[config.mk]
export PLATFORM = sky130hd
export DESIGN_NAME = cmp_ctrl_reg
export DESIGN_NICKNAME = d
export VERILOG_FILES = /design/src/rtl/cmp_ctrl_pkg.sv /design/src/rtl/cmp_sync.sv /design/src/rtl/cmp_edge_det.sv /design/src/rtl/cmp_irq_flag.sv /design/src/rtl/cmp_ctrl_reg.sv
export SDC_FILE = /design/constraint.sdc
export NUM_CORES = 1
export LEC_CHECK = 0
export ABC_AREA = 1
export BUFFER_PORTS_ARGS = -buffer_cell sky130_fd_sc_hd__buf_4
export CAP_MARGIN = 20
export CORE_AREA = 4 4 41 43
export CTS_CLUSTER_SIZE = 28
export DETAILED_ROUTE_END_ITERATION = 16
export DIE_AREA = 0 0 45 47
export PLACE_DENSITY = 0.67
export SETUP_SLACK_MARGIN = 0.02
export SLEW_MARGIN = 20
export SYNTH_ARGS = -nofsm -noshare
export SYNTH_HDL_FRONTEND = slang
export SYNTH_SLANG_ARGS = --single-unit
[constraint.sdc]
create_clock -name clk -period 2.1 [get_ports clk]
set_input_delay 0.21 -clock clk [delete_from_list [all_inputs] [get_ports clk]]
set_output_delay 0.21 -clock clk [all_outputs]
set_load 0.01 [all_outputs]
[src/rtl/cmp_ctrl_pkg.sv]
package cmp_ctrl_pkg;

  localparam int unsigned REG_W     = 8;
  localparam int unsigned BIT_DIS   = 7;
  localparam int unsigned BIT_BG    = 6;
  localparam int unsigned BIT_LVL   = 5;
  localparam int unsigned BIT_FLAG  = 4;
  localparam int unsigned BIT_IE    = 3;
  localparam int unsigned BIT_CAP   = 2;
  localparam int unsigned BIT_MODE1 = 1;
  localparam int unsigned BIT_MODE0 = 0;

  typedef enum logic [1:0] {
    EV_TOGGLE = 2'b00,
    EV_RSVD   = 2'b01,
    EV_FALL   = 2'b10,
    EV_RISE   = 2'b11
  } ev_mode_e;

  typedef struct packed {
    logic     dis;
    logic     bg;
    logic     ie;
    logic     cap;
    ev_mode_e mode;
  } ctrl_t;

endpackage

[src/rtl/cmp_sync.sv]
module cmp_sync #(
  parameter int unsigned STAGES = 2
) (
  input  logic clk,
  input  logic rst_n,
  input  logic d_i,
  output logic q_o
);
  logic [STAGES-1:0] stage_q;

  generate
    for (genvar gi = 0; gi < STAGES; gi++) begin : g_stage
      if (gi == 0) begin : g_first
        always_ff @(posedge clk or negedge rst_n) begin
          if (!rst_n) stage_q[gi] <= 1'b0;
          else        stage_q[gi] <= d_i;
        end
      end else begin : g_next
        always_ff @(posedge clk or negedge rst_n) begin
          if (!rst_n) stage_q[gi] <= 1'b0;
          else        stage_q[gi] <= stage_q[gi-1];
        end
      end
    end
  endgenerate

  assign q_o = stage_q[STAGES-1];
endmodule

[src/rtl/cmp_edge_det.sv]
module cmp_edge_det
  import cmp_ctrl_pkg::*;
(
  input  logic     clk,
  input  logic     rst_n,
  input  logic     level_i,
  input  ev_mode_e mode_i,
  output logic     event_o
);
  logic prev_q;

  always_ff @(posedge clk or negedge rst_n) begin
    if (!rst_n) prev_q <= 1'b0;
    else        prev_q <= level_i;
  end

  always_comb begin
    unique case (mode_i)
      EV_FALL: event_o = prev_q & ~level_i;
      EV_RISE: event_o = level_i & ~prev_q;
      default: event_o = level_i ^ prev_q;
    endcase
  end
endmodule

[src/rtl/cmp_irq_flag.sv]
module cmp_irq_flag (
  input  logic clk,
  input  logic rst_n,
  input  logic set_i,
  input  logic clr_i,
  output logic flag_o
);
  always_ff @(posedge clk or negedge rst_n) begin
    if (!rst_n)     flag_o <= 1'b0;
    else if (set_i) flag_o <= 1'b1;
    else if (clr_i) flag_o <= 1'b0;
  end
endmodule

[src/rtl/cmp_ctrl_reg.sv]
module cmp_ctrl_reg
  import cmp_ctrl_pkg::*;
#(
  parameter int unsigned SYNC_STAGES = 2
) (
  input  logic             clk,
  input  logic             rst_n,
  input  logic             reg_wr_i,
  input  logic [REG_W-1:0] reg_wdata_i,
  output logic [REG_W-1:0] reg_rdata_o,
  input  logic             cmp_raw_i,
  input  logic             gie_i,
  input  logic             irq_ack_i,
  output logic             cmp_pwr_off_o,
  output logic             cmp_pos_bg_o,
  output logic             cap_trig_o,
  output logic             irq_o
);
  ctrl_t ctrl_q;
  logic  sync_in;
  logic  cmp_level;
  logic  ev_hit;
  logic  flag_clr;
  logic  flag_q;
  logic  unused_wbit;

  // control fields: level bit (read-only) and flag bit (clear-on-one) are excluded
  always_ff @(posedge clk or negedge rst_n) begin
    if (!rst_n) begin
      ctrl_q <= '0;
    end else if (reg_wr_i) begin
      ctrl_q.dis  <= reg_wdata_i[BIT_DIS];
      ctrl_q.bg   <= reg_wdata_i[BIT_BG];
      ctrl_q.ie   <= reg_wdata_i[BIT_IE];
      ctrl_q.cap  <= reg_wdata_i[BIT_CAP];
      ctrl_q.mode <= ev_mode_e'(reg_wdata_i[BIT_MODE1:BIT_MODE0]);
    end
  end

  assign unused_wbit = reg_wdata_i[BIT_LVL];

  // a powered-down comparator is seen as a steady low
  assign sync_in = cmp_raw_i & ~ctrl_q.dis;

  cmp_sync #(.STAGES(SYNC_STAGES)) u_sync (
    .clk   (clk),
    .rst_n (rst_n),
    .d_i   (sync_in),
    .q_o   (cmp_level)
  );

  cmp_edge_det u_edge (
    .clk     (clk),
    .rst_n   (rst_n),
    .level_i (cmp_level),
    .mode_i  (ctrl_q.mode),
    .event_o (ev_hit)
  );

  assign flag_clr = irq_ack_i | (reg_wr_i & reg_wdata_i[BIT_FLAG]);

  cmp_irq_flag u_flag (
    .clk    (clk),
    .rst_n  (rst_n),
    .set_i  (ev_hit),
    .clr_i  (flag_clr),
    .flag_o (flag_q)
  );

  always_comb begin
    reg_rdata_o                       = '0;
    reg_rdata_o[BIT_DIS]              = ctrl_q.dis;
    reg_rdata_o[BIT_BG]               = ctrl_q.bg;
    reg_rdata_o[BIT_LVL]              = cmp_level;
    reg_rdata_o[BIT_FLAG]             = flag_q;
    reg_rdata_o[BIT_IE]               = ctrl_q.ie;
    reg_rdata_o[BIT_CAP]              = ctrl_q.cap;
    reg_rdata_o[BIT_MODE1:BIT_MODE0]  = ctrl_q.mode;
  end

  assign cmp_pwr_off_o = ctrl_q.dis;
  assign cmp_pos_bg_o  = ctrl_q.bg;
  assign cap_trig_o    = ctrl_q.cap & cmp_level;
  assign irq_o         = flag_q & ctrl_q.ie & gie_i;
endmodule

### After elaboration in Yosys (flattened, before gate mapping)

Cells that the tools add are included.
W data, S select, Z words.

| cells by class | value |
|---|---|
| equal/unequal tests | 2 |
| muxes and demuxes | 3 |
| bitwise gates (word level) | 12 |
| reductions and logical operators | 1 |

Operator list:

| operator | count |
|---|---|
| $and A1 B1 Y1 | 7 |
| $eq A2 B2 Y1 const B | 2 |
| $not A1 Y1 | 3 |
| $mux W1 | 2 |
| $pmux W1 S2 | 1 |
| $reduce_bool A2 Y1 | 1 |
| $or A1 B1 Y1 | 1 |
| $xor A1 B1 Y1 | 1 |

| storage, ports and cells | value |
|---|---|
| bits in registers | 10 |
| output and inout port bits | 12 |
| word-level logic and storage cells | 27 |

### Depth between registers and ports, before layout

| logic depth | value |
|---|---|
| depth after elaboration | 4 |
| gate-level depth with buffers | 6 |
| mapped depth without buffers | 6 |

### Modules after synthesis

Synthesis repeated with hierarchy kept, for this count alone.

| second synthesis, totals | value |
|---|---|
| cells, all modules | 59 |
| area, all modules | 471.7 µm² |

By module, submodules not included:

| module | instances | cells each | area an instance (µm²) | sequential area each (µm²) |
|---|---|---|---|---|
| cmp_ctrl_reg | 1 | 40 | 294.0 | 150.1 |
| cmp_edge_det | 1 | 12 | 87.6 | 25.0 |
| cmp_sync | 1 | 2 | 50.0 | 50.0 |
| cmp_irq_flag | 1 | 5 | 40.0 | 25.0 |

### Least setup slack after synthesis

Ideal clock, no wire load.

| path | value |
|---|---|
| path type | reg-to-reg |
| start point | register u_sync.stage_q[1] (netlist: u_sync.q_o) |
| end point | register u_flag.flag_o |
| setup time | 68 ps |
| arrival | 943 ps |
| required time | 2032 ps |
| setup slack | 1088 ps |
| cell stages (with the launch flop) | 5 |
| clock period less this slack | 1012 ps |
| cell sequence | dfrtp_1 -> inv_1 -> ha_1 -> or2_0 -> nand3_1 |

| on the way | value |
|---|---|
| word-level cells in the longest chain between the ends | 4 |

Ends and longest elaborated chain:

| element | line | source |
|---|---|---|
| start, declared | cmp_sync.sv:9 | `logic [STAGES-1:0] stage_q;` |
| start signal, assigned by index | cmp_sync.sv:21 | `else stage_q[gi] <= stage_q[gi-1];` |
| $not A1 Y1 | cmp_edge_det.sv:19 | `EV_FALL: event_o = prev_q & ~level_i;` |
| $and A1 B1 Y1 | cmp_edge_det.sv:19 |  |
| $pmux W1 S2 (*) | cmp_edge_det.sv:18 | `unique case (mode_i)` |
| $mux W1 / $reduce_bool A2 Y1 (equally long branches) | - |  |
| end signal, assigned | cmp_irq_flag.sv:9 | `if (!rst_n) flag_o <= 1'b0;` |
| end signal, assigned | cmp_irq_flag.sv:10 | `else if (set_i) flag_o <= 1'b1;` |
| end signal, assigned | cmp_irq_flag.sv:11 | `else if (clr_i) flag_o <= 1'b0;` |
| end, declared | cmp_irq_flag.sv:6 | `output logic flag_o` |

Mark *: on every way between the ends. The rest lies on a longest branch, timed or not.
A chain may end at the register's enable or synchronous reset.

### Worst setup path in the final report

| path | value |
|---|---|
| start point | register u_flag.flag_o |
| end point | output port irq_o |

| on the way | value |
|---|---|
| word-level cells in the longest chain between the ends | 2 |

Ends and longest elaborated chain:

| element | line | source |
|---|---|---|
| $and A1 B1 Y1 (2 in series) | cmp_ctrl_reg.sv:84 | `assign irq_o = flag_q & ctrl_q.ie & gie_i;` |
| end, declared | cmp_ctrl_reg.sv:17 | `output logic irq_o` |

Every way passes these cells.

==> metrics <==
drt pass-1 iters=2; cell count after synthesis=51; buffers added on ports=24; # DRC=0; clk_lat worst skew=0.26 ns; RSZ-0062 raised after global routing=false; Fmax=860 MHz; most frequent cells in the layout=buf_4 (24), inv_1 (12), nand2_1 (10), dfrtp_1 (10), o21ai_2 (4); row count=13; hold depth=3; worst endpoint data arrival time=0.95 ns; clock share of power=34.5%; layout cells sized above 1=42.7%; Die Ht=47 um; Mapped Area=478 um2; leakage=0.000385 uW; #FFs+latches synth=10; post-synthesis sequential area ratio=52.4%; post-layout util=52.4%; Setup TNS=0 ns; total wire length=921 um; number of I/O pins=26; GR Overflow Total=0; post-layout minimum cycle time=1.16 ns; Clock Tree Root=clkbuf_4; cell internal pwr=373 uW; CTS max path bufs=2; Worst R2R Path Depth=4; final-layout fill cell count=128; placed cell count=85; count of different cell masters after synthesis=13; Max Cap Violations=0; die area=0.00212 mm2; initial antenna violation count=0; Slew HR=90.2%; reg-to-reg startpoint=u_sync.q_o; routed vias=382; HPWL Detailed=727 um; Reg area=250 um2; Setup CP Type=reg -> out; pin count of the biggest net entering global routing=14; pwr/cell area=733 mW/mm2; vias per cell=4.24; # nets final=92; CTS sink count=10; crit path launch type=flop; final setup fails=0; Fin Clk Skew=0.00143 ns; Tightest Hold Check Type=in -> reg; dpl ws=1.01 ns; hold path start=reg_wdata_i[2]; Starting Density=36.7%; Yosys warning count=0; area taken by multi-input logic gates=141 um2; aggregate global-route resource usage=10.3%; VDD IR max=0.300 mV; Final Instance Count excl. Fillers=90; core area=0.00130 mm2; area grow syn2layout=42.7%; Die Width=45 um; final setup margin=0.937 ns; Iteration-0 DRC Markers=1; vias in the first global route=354; Net Sw Frac=25.5%; Post-Syn Nets=67; worst-path fanout max=3; first-pass GRT wire length=1460 um; Placer Congestion=0.630; wire per inst=10.2 um; H-tree depth=1; Worst Setup End Kind=output port; Fin. Hold Viols=0; antenna diode count=0; Worst EP required=1.89 ns; Worst-Margin Slew=0.145 ns; sequential cell fraction of total power=45.2%; commonest non-fill, non-tap cell in the layout=buf_4; Clk pin slew, worst setup/hold paths=0.07 ns; status=completed; Final Cycle Share=55.4%; Worst Setup SP=u_flag.flag_o; switching pwr=127 uW; Detail Route Antenna Nets=0; post-synthesis average cell area=9.37 um2; Combinational Power Share=20.3%; CTS tree=yes; Num CTS Buffers=3; count of pins over their slew limit=0
==> Yosys cell counts (all sizes together) <==
master  instances  area, um2
buf             5       41.3
ha              2       25.0
or2             1       6.26
inv            12       45.0
o21ai           6       45.0
nand3           2       10.0
nand3b          1       7.51
dfrtp          10        250
and3            1       6.26
nor2            1       3.75
nand2          10       37.5
==> state kept, by name, indices dropped and copies added (netlist names) <==
register,flops
u_sync.stage_q,1
cmp_pos_bg_o,1
u_flag.flag_o,1
u_edge.prev_q,1
u_sync.q_o,1
cmp_pwr_off_o,1
reg_rdata_o,4
==> path summary, 6_finish.rpt <==
| path | to | slack (ns) |
|---|---|---|
| worst min register to register | u_sync.q_o | 0.36 |
| worst min-delay path | reg_rdata_o[2] | 0.15 |
| worst max-delay path | irq_o | 0.94 |
| min in group asynchronous | u_sync.stage_q[0] | 0.32 |
| worst max register to register | u_flag.flag_o | 1.02 |
| max in group asynchronous | u_flag.flag_o | 1.64 |
==> power by group through the flow <==
stage | clock, uW | sequential (uW) | combinational (uW)
floorplan | 0 | 232 | 51.1
global placement | 0 | 229 | 100
detailed placement | 0 | 230 | 102
CTS | 178 | 226 | 104
global route | 188 | 229 | 113
finish | 173 | 226 | 101
==> repair_timing <==
item | CTS | global route
endpoints found under the hold margin | 10 | 0
setup buffers | 0 | 0
gates resized for setup | 0 | 0
hold buffers | 1 | 0
==> metal layers <==
layer	vias up	wire [um]	share of wire [%]	GRT usage, %
met5	-	0	0	0
met4	0	0	0	7.02
met3	0	61	6.6	4.21
met2	9	499	54	17.5
met1	176	360	39	10.3
li1	197	-	-	-
==> area by class of cell <==
type                       count  area share [%]
clock buffer                   4            5.32
inverter                      12            6.61
tap                           15            2.75
multi-input combinational     24            20.7
sequential                    10            36.7
timing repair buffer          25            27.9
==> critical path, stage by stage (launching register included) <==
cell and delay, ns:
dfrtp_1 0.39, and3_1 0.16, buf_4 0.14
==> per-stage QoR <==
step	total power, uW	area, um2	hold WS, ns
2_1_floorplan	283	478	-0.0856
3_3_place_gp	330	636	0.0446
3_5_place_dp	332	636	0.0456
4_1_cts	508	682	0.143
5_1_grt	531	682	0.144
6_report	500	682	0.149
==> kinds of logic (layout without fill, tap and decap cells) <==
family,after synthesis,in the layout,share of synthesized area [%]
buffers and inverters,17,41,18.1
AOI/OAI and AO/OA,6,6,9.42
and+or+nand+nor,16,16,14.9
adders and majority gates,2,2,5.23
DFF,10,10,52.4
Note: power is estimated with default switching activity, not from simulation.
